$ cat src/rtl/mesi_pkg.sv
package mesi_pkg;

  typedef enum logic [1:0] {LN_I = 2'd0, LN_S = 2'd1, LN_E = 2'd2, LN_M = 2'd3} line_st_t;
  typedef enum logic [1:0] {BC_NONE = 2'd0, BC_RD = 2'd1, BC_RDX = 2'd2, BC_WB = 2'd3} bus_cmd_t;

  // state after observing another agent's transaction
  function automatic line_st_t snoop_next(line_st_t s, bus_cmd_t c);
    if (c == BC_RDX) return LN_I;
    if (c == BC_RD && (s == LN_M || s == LN_E)) return LN_S;
    return s;
  endfunction

  // state after an own fetch, chosen by the shared line
  function automatic line_st_t fill_state(logic shared_seen);
    return shared_seen ? LN_S : LN_E;
  endfunction

  function automatic logic is_valid(line_st_t s);
    return s != LN_I;
  endfunction

endpackage

$ cat src/rtl/mesi_line_store.sv
module mesi_line_store
  import mesi_pkg::*;
#(
  parameter int IDX_W  = 2,
  parameter int TAG_W  = 6,
  parameter int DATA_W = 16
) (
  input  logic              clk,
  input  logic              rst_n,
  input  logic [IDX_W-1:0]  a_idx,
  output line_st_t          a_st,
  output logic [TAG_W-1:0]  a_tag,
  output logic [DATA_W-1:0] a_data,
  input  logic [IDX_W-1:0]  b_idx,
  output line_st_t          b_st,
  output logic [TAG_W-1:0]  b_tag,
  output logic [DATA_W-1:0] b_data,
  input  logic              wa_en,
  input  line_st_t          wa_st,
  input  logic [TAG_W-1:0]  wa_tag,
  input  logic [DATA_W-1:0] wa_data,
  input  logic              wb_en,
  input  line_st_t          wb_st
);
  localparam int LINES = 1 << IDX_W;

  line_st_t          st_q   [LINES];
  logic [TAG_W-1:0]  tag_q  [LINES];
  logic [DATA_W-1:0] data_q [LINES];

  assign a_st   = st_q[a_idx];
  assign a_tag  = tag_q[a_idx];
  assign a_data = data_q[a_idx];
  assign b_st   = st_q[b_idx];
  assign b_tag  = tag_q[b_idx];
  assign b_data = data_q[b_idx];

  // port A (own side, full line) and port B (snoop, state only) never hit one index together
  always_ff @(posedge clk or negedge rst_n) begin
    if (!rst_n) begin
      for (int i = 0; i < LINES; i++) begin
        st_q[i]   <= LN_I;
        tag_q[i]  <= '0;
        data_q[i] <= '0;
      end
    end else begin
      if (wa_en) begin
        st_q[a_idx]   <= wa_st;
        tag_q[a_idx]  <= wa_tag;
        data_q[a_idx] <= wa_data;
      end
      if (wb_en) st_q[b_idx] <= wb_st;
    end
  end
endmodule

$ cat src/rtl/mesi_snoop_resp.sv
module mesi_snoop_resp
  import mesi_pkg::*;
#(
  parameter int C2C_EN = 1
) (
  input  logic     act,
  input  bus_cmd_t cmd,
  input  line_st_t st,
  input  logic     tag_eq,
  input  logic     sup_in,
  output logic     hit,
  output logic     shared,
  output logic     flush,
  output logic     supply,
  output logic     sup_out,
  output logic     st_wr,
  output line_st_t st_nxt
);
  assign hit     = act && tag_eq && is_valid(st) && (cmd == BC_RD || cmd == BC_RDX);
  assign shared  = hit && cmd == BC_RD;
  assign flush   = hit && st == LN_M;
  assign st_nxt  = snoop_next(st, cmd);
  assign st_wr   = hit && st_nxt != st;
  assign sup_out = sup_in || supply;

  generate
    if (C2C_EN != 0) begin : g_c2c
      assign supply = shared && (st == LN_S || st == LN_E) && !sup_in;
    end else begin : g_mem_only
      assign supply = 1'b0;
    end
  endgenerate
endmodule

$ cat src/rtl/snoop_cache_ctrl.sv
module snoop_cache_ctrl
  import mesi_pkg::*;
#(
  parameter int ADDR_W = 8,
  parameter int DATA_W = 16,
  parameter int IDX_W  = 2,
  parameter int C2C_EN = 1
) (
  input  logic              clk,
  input  logic              rst_n,
  input  logic              cpu_req,
  input  logic              cpu_we,
  input  logic [ADDR_W-1:0] cpu_addr,
  input  logic [DATA_W-1:0] cpu_wdata,
  output logic              cpu_ready,
  output logic [DATA_W-1:0] cpu_rdata,
  output logic              bus_req_o,
  input  logic              bus_gnt_i,
  output logic [1:0]        bus_cmd_o,
  output logic [ADDR_W-1:0] bus_addr_o,
  output logic [DATA_W-1:0] bus_data_o,
  input  logic              bus_valid_i,
  input  logic [1:0]        bus_cmd_i,
  input  logic [ADDR_W-1:0] bus_addr_i,
  input  logic [DATA_W-1:0] bus_data_i,
  input  logic              bus_shared_i,
  output logic              snp_shared_o,
  output logic              snp_flush_o,
  output logic              snp_supply_o,
  output logic [DATA_W-1:0] snp_data_o,
  input  logic              sup_chain_i,
  output logic              sup_chain_o
);
  localparam int TAG_W = ADDR_W - IDX_W;

  typedef enum logic [1:0] {F_IDLE, F_BUS, F_DONE} fsm_t;

  fsm_t              fsm_q;
  logic [ADDR_W-1:0] rq_addr_q;
  logic              rq_we_q;
  logic [DATA_W-1:0] rq_wdata_q;
  logic [DATA_W-1:0] rdata_q;

  // own-side lookup
  logic [ADDR_W-1:0] look_addr;
  logic [IDX_W-1:0]  c_idx;
  line_st_t          c_st;
  logic [TAG_W-1:0]  c_tag;
  logic [DATA_W-1:0] c_data;
  logic              tag_match;

  // snoop-side lookup
  logic [IDX_W-1:0]  s_idx;
  line_st_t          s_st;
  logic [TAG_W-1:0]  s_tag;
  logic [DATA_W-1:0] s_data;
  logic              snp_act, snp_hit, snp_wr;
  line_st_t          snp_nxt;

  // named events
  logic cpu_accept, cpu_hit_rd, cpu_hit_wr, cpu_hit_local, silent_upgrade, cpu_miss;
  logic granted, evict, fetch;

  line_st_t          wa_st;
  logic [TAG_W-1:0]  wa_tag;
  logic [DATA_W-1:0] wa_data;
  logic              wa_en;

  assign look_addr = (fsm_q == F_IDLE) ? cpu_addr : rq_addr_q;
  assign c_idx     = look_addr[IDX_W-1:0];
  assign tag_match = c_tag == look_addr[ADDR_W-1:IDX_W];

  assign s_idx   = bus_addr_i[IDX_W-1:0];
  assign snp_act = bus_valid_i && !bus_gnt_i;

  // a local access to the index being snooped waits one cycle
  assign cpu_accept     = fsm_q == F_IDLE && cpu_req && !(snp_act && s_idx == c_idx);
  assign cpu_hit_rd     = cpu_accept && !cpu_we && tag_match && is_valid(c_st);
  assign cpu_hit_wr     = cpu_accept && cpu_we && tag_match && (c_st == LN_M || c_st == LN_E);
  assign silent_upgrade = cpu_hit_wr && c_st == LN_E;
  assign cpu_hit_local  = cpu_hit_rd || cpu_hit_wr;
  assign cpu_miss       = cpu_accept && !cpu_hit_local;

  assign granted = fsm_q == F_BUS && bus_gnt_i;
  assign evict   = granted && c_st == LN_M && !tag_match;
  assign fetch   = granted && !evict;

  assign bus_req_o  = fsm_q == F_BUS;
  assign bus_cmd_o  = evict ? BC_WB : (fetch ? (rq_we_q ? BC_RDX : BC_RD) : BC_NONE);
  assign bus_addr_o = evict ? {c_tag, rq_addr_q[IDX_W-1:0]} : rq_addr_q;
  assign bus_data_o = c_data;
  assign cpu_ready  = fsm_q == F_DONE;
  assign cpu_rdata  = rdata_q;

  always_comb begin
    wa_en   = cpu_hit_wr || granted;
    wa_st   = LN_M;
    wa_tag  = look_addr[ADDR_W-1:IDX_W];
    wa_data = cpu_wdata;
    if (evict) begin
      wa_st   = LN_I;
      wa_tag  = c_tag;
      wa_data = c_data;
    end else if (fetch) begin
      wa_st   = rq_we_q ? LN_M : fill_state(bus_shared_i);
      wa_data = rq_we_q ? rq_wdata_q : bus_data_i;
    end
  end

  mesi_line_store #(.IDX_W(IDX_W), .TAG_W(TAG_W), .DATA_W(DATA_W)) u_store (
    .clk(clk), .rst_n(rst_n),
    .a_idx(c_idx), .a_st(c_st), .a_tag(c_tag), .a_data(c_data),
    .b_idx(s_idx), .b_st(s_st), .b_tag(s_tag), .b_data(s_data),
    .wa_en(wa_en), .wa_st(wa_st), .wa_tag(wa_tag), .wa_data(wa_data),
    .wb_en(snp_wr), .wb_st(snp_nxt)
  );

  mesi_snoop_resp #(.C2C_EN(C2C_EN)) u_snoop (
    .act(snp_act), .cmd(bus_cmd_t'(bus_cmd_i)), .st(s_st),
    .tag_eq(s_tag == bus_addr_i[ADDR_W-1:IDX_W]), .sup_in(sup_chain_i),
    .hit(snp_hit), .shared(snp_shared_o), .flush(snp_flush_o),
    .supply(snp_supply_o), .sup_out(sup_chain_o), .st_wr(snp_wr), .st_nxt(snp_nxt)
  );

  assign snp_data_o = s_data;

  always_ff @(posedge clk or negedge rst_n) begin
    if (!rst_n) begin
      fsm_q      <= F_IDLE;
      rq_addr_q  <= '0;
      rq_we_q    <= 1'b0;
      rq_wdata_q <= '0;
      rdata_q    <= '0;
    end else begin
      case (fsm_q)
        F_IDLE: begin
          if (cpu_accept) begin
            rq_addr_q  <= cpu_addr;
            rq_we_q    <= cpu_we;
            rq_wdata_q <= cpu_wdata;
            rdata_q    <= c_data;
            fsm_q      <= cpu_hit_local ? F_DONE : F_BUS;
          end
        end
        F_BUS: begin
          if (fetch) begin
            rdata_q <= rq_we_q ? rq_wdata_q : bus_data_i;
            fsm_q   <= F_DONE;
          end
        end
        default: fsm_q <= F_IDLE;
      endcase
    end
  end
endmodule

$ cat config.mk
export PLATFORM = sky130hd
export DESIGN_NAME = snoop_cache_ctrl
export DESIGN_NICKNAME = d
export VERILOG_FILES = /design/src/rtl/mesi_pkg.sv /design/src/rtl/mesi_line_store.sv /design/src/rtl/mesi_snoop_resp.sv /design/src/rtl/snoop_cache_ctrl.sv
export SDC_FILE = /design/constraint.sdc
export NUM_CORES = 1
export LEC_CHECK = 0
export BUFFER_PORTS_ARGS = -buffer_cell sky130_fd_sc_hd__buf_2
export CAP_MARGIN = 40
export CORE_MARGIN = 2
export CORE_UTILIZATION = 42
export DETAILED_ROUTE_END_ITERATION = 12
export SETUP_SLACK_MARGIN = 0.5
export SYNTH_ARGS = -nofsm -noshare
export SYNTH_HDL_FRONTEND = slang
export SYNTH_SLANG_ARGS = --single-unit
$ cat constraint.sdc
create_clock -name clk -period 4.65 [get_ports clk]
set_input_delay 0.6975 -clock clk [delete_from_list [all_inputs] [get_ports clk]]
set_output_delay 0.6975 -clock clk [all_outputs]
set_load 0.02 [all_outputs]
Word-level counts from Yosys, hierarchy flattened
Cells that the tools add are included.
W data, S select, Z words.
- bits of input ports: 58
- output and inout bits: 64
- word-level logic and storage cells: 142
- register bits: 139
- reductions and logical operators: 45
- bitwise operators: 2
- muxes and demuxes: 59
- equal/unequal tests: 15
- $lt $le $gt $ge: 4
- operators with widths (cell ; number):
    $mux W16 ; 10
    $bmux W16 S2 ; 2
    $bwmux W64 ; 1
    $mux W2 ; 20
    $mux W6 ; 6
    $demux W16 S2 ; 1
    $mux W8 ; 4
    $pmux W16 S2 ; 1
    $logic_and A1 B1 Y1 ; 25
    $bmux W6 S2 ; 2
    $bwmux W24 ; 1
    $bwmux W8 ; 2
    $demux W6 S2 ; 1
    $eq A2 B2 Y1 const B ; 6
    $eq A6 B6 Y1 ; 2
    $bmux W2 S2 ; 2
    $demux W2 S2 ; 2
    $logic_or A1 B1 Y1 ; 7
    $eq A2 B1 Y1 const B ; 3
    $ge A3 B3 Y1 const B ; 2
    $logic_not A1 Y1 ; 6
    $lt A3 B1 Y1 const B ; 2
    $not A2 Y3 ; 2
    $reduce_bool A2 Y1 ; 3
    9 further kinds ; 12

Longest topological paths before layout
Gate-level depths: netlist of the first run.
- word-level depth: 17
- depth in mapped cells: 13
- mapped depth without buffers: 10

Hierarchy
Synthesis of the first run repeated with hierarchy kept, for this count alone.
- cell total of the unflattened synthesis: 680
- area, all modules: 8346.8 sq um
- by module, submodules not included (module ; sequential area each (sq um) ; area each (sq um) ; cells each ; times used):
    mesi_line_store ; 2402.3 ; 4852.2 ; 284 ; 1
    snoop_cache_ctrl ; 1076.0 ; 3319.4 ; 373 ; 1
    mesi_snoop_resp ; 0.0 ; 175.2 ; 23 ; 1

Least setup slack after synthesis of the first run
No wires, ideal clock.
- path kind: input port to output port
- from: input port bus_addr_i[0]
- to: output port snp_supply_o
- data arrival time: 3.189 ns
- setup slack: 0.763 ns
- data required time: 3.953 ns
- path buffers: 1
- cell stages on the path: 10
- cell sequence: buf_1 > mux4_2 > inv_1 > ha_1 > nor3_1 > nand4_1 > nor4_1 > and2_1 > nand2_1 > nor2_1
- word-level cells in the longest chain between the ends: 11
- elaborated cells between the ends (all ways): 18
- classes of those cells: 3 x eq/ne; 6 x mux; 1 x bitwise; 8 x reduce/logical
- RTL lines (what ; line ; text):
    start: declaration ; snoop_cache_ctrl.sv:24 ; input logic [ADDR_W-1:0] bus_addr_i,
    $not A2 Y3 (not written as such) (*) ; mesi_line_store.sv:34, mesi_line_store.sv:35 ;
    $bmux W6 S2 ; mesi_line_store.sv:35 ; assign b_tag = tag_q[b_idx];
    $mux W6 (not written as such) (2 in series) ; mesi_line_store.sv:35 ;
    $eq A6 B6 Y1 ; snoop_cache_ctrl.sv:120 ; .tag_eq(s_tag == bus_addr_i[ADDR_W-1:IDX_W]), .sup_in(sup_chain_i),
    $logic_and A1 B1 Y1 ; mesi_snoop_resp.sv:19 ; assign hit = act && tag_eq && is_valid(st) && (cmd == BC_RD || cmd == BC_RDX);
    $logic_and A1 B1 Y1 (*) (2 in series) ; mesi_snoop_resp.sv:19 ;
    $logic_and A1 B1 Y1 (*) ; mesi_snoop_resp.sv:20 ; assign shared = hit && cmd == BC_RD;
    via snp_shared_o ; snoop_cache_ctrl.sv:27 ; output logic snp_shared_o,
    $logic_and A1 B1 Y1 (*) (2 in series) ; mesi_snoop_resp.sv:28 ; assign supply = shared && (st == LN_S || st == LN_E) && !sup_in;
    end: declaration ; snoop_cache_ctrl.sv:29 ; output logic snp_supply_o,
The timed path passes the listed nets; every way through them passes the cells marked *. The select of a mux whose other input is x is not followed.

Worst setup path in the final report of the first run
- from: register fsm_q[1]
- to: output port bus_addr_o[7]
- word-level cells in the longest chain between the ends: 10
- elaborated cells between the ends (all ways): 17
- classes of those cells: 3 x eq/ne; 8 x mux; 1 x bitwise; 5 x reduce/logical
- RTL lines (what ; line ; text):
    start: declaration ; snoop_cache_ctrl.sv:38 ; fsm_t fsm_q;
    start signal: assignment ; snoop_cache_ctrl.sv:142 ; fsm_q <= cpu_hit_local ? F_DONE : F_BUS;
    $logic_not A2 Y1 ; snoop_cache_ctrl.sv:69 ; assign look_addr = (fsm_q == F_IDLE) ? cpu_addr : rq_addr_q;
    $mux W8 ; snoop_cache_ctrl.sv:69 ;
    $not A2 Y3 (not written as such) ; mesi_line_store.sv:31, mesi_line_store.sv:32 ;
    $bmux W6 S2 or $bmux W2 S2 (tied branches) ; mesi_line_store.sv:32, mesi_line_store.sv:31 ;
    $mux W6 (not written as such) or $mux W2 (tied branches) (2 in series) ; mesi_line_store.sv:32, mesi_line_store.sv:31 ;
    $eq A6 B6 Y1 or $eq A2 B2 Y1 (tied branches) ; snoop_cache_ctrl.sv:71, snoop_cache_ctrl.sv:85 ;
    $logic_not A1 Y1 or $logic_and A1 B1 Y1 (tied branches) ; snoop_cache_ctrl.sv:85 ; assign evict = granted && c_st == LN_M && !tag_match;
    $logic_and A1 B1 Y1 ; snoop_cache_ctrl.sv:85 ;
    $mux W8 (*) ; snoop_cache_ctrl.sv:90 ; assign bus_addr_o = evict ? {c_tag, rq_addr_q[IDX_W-1:0]} : rq_addr_q;
    end: declaration ; snoop_cache_ctrl.sv:20 ; output logic [ADDR_W-1:0] bus_addr_o,
Every way passes the cells marked *; elsewhere a longest branch is shown, timed or not. The select of a mux whose other input is x is not followed.

==> metrics.csv, run 1 <==
metric,value,unit
status,"finished, final reports clean",
diodes,0,
multi_input_area,4710,µm²
crit_path_end_kind,output pin,
grt_antenna_before_repair,0,
seq_area_frac_synth,41.1,%
seq_power_share,28.3,%
drt-pass1-iter-count,5,
final_common_cell,dfrtp_1,
dieWidth,146,µm
vdd_drop_max,293,µV
rsz0062_at_grt,no,
clock_latency,440,ps
grt_max_degree,77,
antenna_left,0,
combPwrFrac,54.2,%
final-seq-area,3480,µm²
ys_async_sr_fraction,100,%
grt_pass1_wl,36800,µm
synthesis.nets,730,
hold_viol,0,
viasPerCell,5.78,
critPathKind,flip-flop to output pin,
hpwl,16300,µm
synth_top_area_share,41.1,%
worstPathCellList,or3b_4 > nand2_2 > mux2i_1 > xor2_1 > a311oi_2 > nor3_4 > buf_12 > mux2_2 > buf_2,
cts_hold_buffers,0,
placed_area,9360,µm²
fin_area,10100,µm²
setup_tns,0,ps
synth_seq_cells,139,
core-area,19600,µm²
drt-wirelength-per-cell,21.5,µm
fin_ws,662,ps
slew_headroom,47.1,%
cp_max_fo,13,
io_pins,122,
synth_top_flop_cell,dfrtp_1,
n_fill_cell,1734,
hold_path_class,primary input to asynchronous set/reset pin,
grt-ovfl-total,0,
synthTopCellsByArea,"dfrtp_1 (41%), mux2_2 (18%), mux4_2 (11%), mux2_4 (5.7%), o21ai_0 (3.0%)",
dp_slack,640,ps
fin_nets,857,
setup_viol,0,
yosys_warnings,0,
crit_path_start_kind,flip-flop,
slowest_stage,or3b_4,
num_vias,6190,
cts_root_buf,clkbuf_16,
utilization,51.4,%
yosysTopAreaCell,dfrtp_1,
slowest_delay,530,ps
worstPathArrival,3290,ps
path_clk_slew,60,ps
finClkSkew,15.1,ps
synth_edf_count,0,
synthDistinctLibCells,53,
portBuffers,121,
syn_area_per_cell,12.7,µm²
layout_common_cells,"dfrtp_1 (137), mux2_2 (133), buf_2 (120)",
stdcell_count,1071,
p_sw_share,41.3,%
cts.sinks,139,
p_leak,4.54,nW
p_int,0.00474,W
syn_to_final_growth,19.1,%
cts_tree,built,
ctsHtreeMaxLevel,4,
die-area,21300,µm²
grt_usage,22.1,%
finalCritPeriodShare,85.8,%
routed_wirelength,23100,µm
fmax,251,MHz
grt_pass1_vias,6522,
rows,51,
p_switching,0.00333,W
drc,0,
post-place-cells,1033,
maxCapViolCount,0,
start_util,43.2,%
syn_area,8450,µm²
pwr-share-clk,17.4,%
initialDrtViolationCount,569,
drv_slew,0,
gp_congestion,0.857,
tightestPinTransition,791,ps
cts.path.max_buffers,2,
fin_crit,3990,ps
worst_ep_required_time,3950,ps
p_per_area,802,nW/µm²
syn_inst,667,
cts_buffers,17,
die-height,146,µm
drive_above_1_share,51.4,%
## cell type report
class	count	share of cell area, %
Clock buffer	20	4.64
Clock inverter	11	1.43
Inverter	7	0.261
Multi-Input combinational cell	476	46.8
Sequential cell	139	34.6
Tap cell	265	3.29
Timing Repair Buffer	153	8.99
## state kept, by name, indices dropped and copies added, names as in the netlist
signal / count
u_store.data_q: 64
fsm_q: 2
rq_addr_q: 8
u_store.tag_q: 24
rq_we_q: 1
u_store.st_q: 8
rq_wdata_q: 16
cpu_rdata: 16
## power groups by stage
| stage | logic (W) | registers, W | clock network, W |
|---|---|---|---|
| after floorplan | 0.00320 | 0.00217 | 0 |
| after global placement | 0.00418 | 0.00226 | 0 |
| after detailed placement | 0.00431 | 0.00228 | 0 |
| after CTS | 0.00435 | 0.00226 | 0.00142 |
| after global routing | 0.00471 | 0.00236 | 0.00148 |
| final | 0.00438 | 0.00229 | 0.00141 |
## worst max-delay path, delay by kind of cell (launching register included)
| kind | cells | cell delay (ps) |
|---|---|---|
| compound gates | 1 | 170 |
| xor+xnor | 1 | 280 |
| buf+inv | 2 | 320 |
| flops | 1 | 490 |
| mux | 2 | 630 |
| simple gates | 3 | 960 |
## layer usage
layer	track usage [%]	wire [µm]	vias up
met5	0	0	-
met4	7.11	334	0
met3	4.67	1330	25
met2	35.7	11100	224
met1	29.9	10300	3189
li1	-	-	2752
## path summary, 6_finish.rpt
check                           depth (start not counted)         start  slack [ps]             to
worst max-delay path                                    9      fsm_q[1]         660  bus_addr_o[7]
worst min-delay path                                    1         rst_n         150   rq_addr_q[0]
max in group asynchronous                               3         rst_n        3380   cpu_rdata[7]
worst max register to register                         11      fsm_q[0]         790   cpu_rdata[4]
min in group clk                                        1  cpu_rdata[2]         500   cpu_rdata[2]
worst min register to register                          1  cpu_rdata[2]         500   cpu_rdata[2]
## logic make-up (layout without fill, tap and decap cells)
group | after synthesis | after routing | synth area share, %
buffers and inverters | 54 | 191 | 3.80
multiplexers | 227 | 228 | 36.8
flip-flops | 139 | 139 | 41.1
AND/OR/NAND/NOR | 135 | 136 | 8.30
adder cells (fa/ha/maj) | 5 | 5 | 0.740
XOR/XNOR | 10 | 10 | 1.04
AO/OA/AOI/OAI | 97 | 97 | 8.17
## cell usage after synthesis (all sizes together), types with 2 or more instances
master / instances
nor3: 5
clkbuf: 15
o31ai: 3
a21o: 6
and4: 4
nor3b: 2
mux2: 164
mux2i: 22
dfrtp: 139
a21boi: 4
xor2: 5
o311a: 3
nand2: 55
nand3: 33
and2: 7
o21bai: 2
buf: 32
a21oi: 8
xnor2: 5
o21ai: 52
nand2b: 7
ha: 5
mux4: 41
o21a: 3
a211oi: 5
nor2: 7
inv: 7
and3: 3
nor2b: 3
a31oi: 4
nand4: 4
a2111oi: 2
nor4: 2
## through the flow
step / hold WS (ps) / power [W]
6_report: 148 / 0.00808
5_1_grt: 175 / 0.00855
4_1_cts: 163 / 0.00803
3_5_place_dp: 488 / 0.00659
3_3_place_gp: 486 / 0.00644
2_1_floorplan: 402 / 0.00537
## repair_timing
action                                  in CTS  in global routing
pin swaps                                    1                  1
endpoints found under the setup margin       8                 14
gates resized for setup                      2                  4
gates cloned                                 0                  2
buffers inserted                             3                  2
No activity file was read; power rests on OpenSTA's default activity.
==> inputs of run 2 (changes only) <==
--- a/config.mk
+++ b/config.mk
@@ -9,6 +9,7 @@
 export CAP_MARGIN = 40
 export CORE_MARGIN = 2
 export CORE_UTILIZATION = 42
+export CTS_BUF_LIST = sky130_fd_sc_hd__clkbuf_4 sky130_fd_sc_hd__clkbuf_8
 export DETAILED_ROUTE_END_ITERATION = 12
 export SETUP_SLACK_MARGIN = 0.5
 export SYNTH_ARGS = -nofsm -noshare
==> run 2 against run 1 <==
Against the previous run:
- critical path type unchanged
- core utilization decreased by 1.1 points
- flip-flop and latch count unchanged
- non-clock buffer count decreased by 1
- wire length decreased by 0.71%
- die area unchanged
- clock power decreased by 26%
- largest power group unchanged
- sequential power about the same
- total power decreased by 4.8%
==> metrics.csv, run 2 (synthesis results as in run 1) <==
metric,value,unit
dieWidth,146,µm
final_common_cell,dfrtp_1,
top_register,u_store.data_q,
syn_to_final_growth,16.6,%
rrSetupSlack,760,ps
hpwl,16300,µm
drt-wirelength-per-cell,21.4,µm
io_pins,122,
diodes,0,
portBuffers,121,
grt-ovfl-total,0,
num_vias,6186,
largest_reg_flops,64,
critPathKind,flip-flop to output pin,
grt_pass1_wl,36600,µm
routed_wirelength,22900,µm
status,"finished, final reports clean",
r2r_cells,11,
hold_path_class,primary input to asynchronous set/reset pin,
ctsHtreeMaxLevel,4,
slew_headroom,47.2,%
rsz0062_at_grt,no,
cts_buffers,17,
core-area,19600,µm²
grt_pass1_vias,6517,
cts_root_buf,clkbuf_8,
setup_tns,0,ps
finClkSkew,13.2,ps
drive_above_1_share,51.2,%
grt_max_degree,77,
setup_viol,0,
worstPathArrival,3320,ps
drc,0,
p_per_area,781,nW/µm²
hold_viol,0,
layout_common_cells,"dfrtp_1 (137), mux2_2 (132), buf_2 (120)",
cts_tree,built,
die-height,146,µm
cts.sinks,139,
cts.path.max_buffers,2,
gp_congestion,0.857,
die-area,21300,µm²
fin_nets,855,
worst_ep_required_time,3950,ps
r2r-end,cpu_rdata[5],
tightestPinTransition,790,ps
path_clk_slew,80,ps
fin_area,9850,µm²
cp_max_fo,13,
cts_hold_buffers,0,
drt-pass1-iter-count,7,
maxCapViolCount,0,
start_util,43.2,%
largestRegisters,"u_store.data_q x64, u_store.tag_q x24",
crit_path_start_kind,flip-flop,
antenna_left,0,
p_leak,4.44,nW
grt_usage,22.0,%
dp_slack,640,ps
placed_area,9360,µm²
n_fill_cell,1753,
grt_antenna_before_repair,0,
initialDrtViolationCount,562,
vdd_drop_max,232,µV
r2r_start,fsm_q[0],
fin_ws,629,ps
drv_slew,0,
fmax,249,MHz
finalCritPeriodShare,86.5,%
viasPerCell,5.79,
rows,51,
crit_path_end_kind,output pin,
clock_latency,460,ps
fin_crit,4020,ps
run 2: timing repair:
action / 4_1_cts / 5_1_grt
cloned: 0 / 1
hold endpoints to repair: 0 / 0
buffers inserted: 3 / 1
pin swaps: 1 / 1
resized for setup: 2 / 4
setup endpoints to repair: 8 / 15
run 2: area by class of cell:
class / instances / area (µm²) / area share, %
Multi-Input combinational cell: 475 / 4700 / 47.7
Sequential cell: 139 / 3480 / 35.3
Timing Repair Buffer: 152 / 897 / 9.10
Tap cell: 265 / 332 / 3.36
Clock buffer: 20 / 275 / 2.79
Clock inverter: 11 / 144 / 1.46
Inverter: 7 / 26.3 / 0.267
run 2: routing by layer:
layer	vias up	global-route usage, %	wire, µm
met5	-	0	0
met4	0	7.16	341
met3	25	4.29	1320
met2	220	35.8	10900
met1	3195	29.8	10300
li1	2746	-	-
run 2: power by group:
group          internal [W]  switching (W)
combinational       0.00204        0.00232
sequential          0.00180       0.000476
clock              0.000569       0.000482
total               0.00442        0.00328
run 2: worst max-delay path by stage:
stage / start / endpoint / slack, ps / cells after the start
after floorplan: bus_addr_i[0] / snp_supply_o / 760 / 10
after global placement: cpu_addr[1] / bus_cmd_o[0] / 600 / 11
after detailed placement: cpu_addr[1] / bus_addr_o[7] / 640 / 10
after CTS: fsm_q[1] / bus_cmd_o[0] / 560 / 10
final: fsm_q[1] / bus_addr_o[7] / 630 / 9
after global routing: fsm_q[0] / bus_addr_o[4] / 510 / 9
run 2: stage by stage:
step / util (%) / hold slack [ps] / std cells / power [W]
CTS: 50.2 / 108 / 1067 / 0.00767
global route: 50.3 / 133 / 1069 / 0.00816
finish: 50.3 / 122 / 1069 / 0.00769
floorplan: - / 402 / 667 / 0.00537
global placement: 47.5 / 486 / 1031 / 0.00644
detailed placement: 47.8 / 488 / 1033 / 0.00659
run 2: critical path, stage by stage (launching register included):
cell and delay [ps]:
dfrtp_2 500, or3b_4 530, nand2_2 150, mux2i_1 310, xor2_1 280, a311oi_2 170
nor3_4 280, buf_12 160, mux2_2 330, buf_2 160
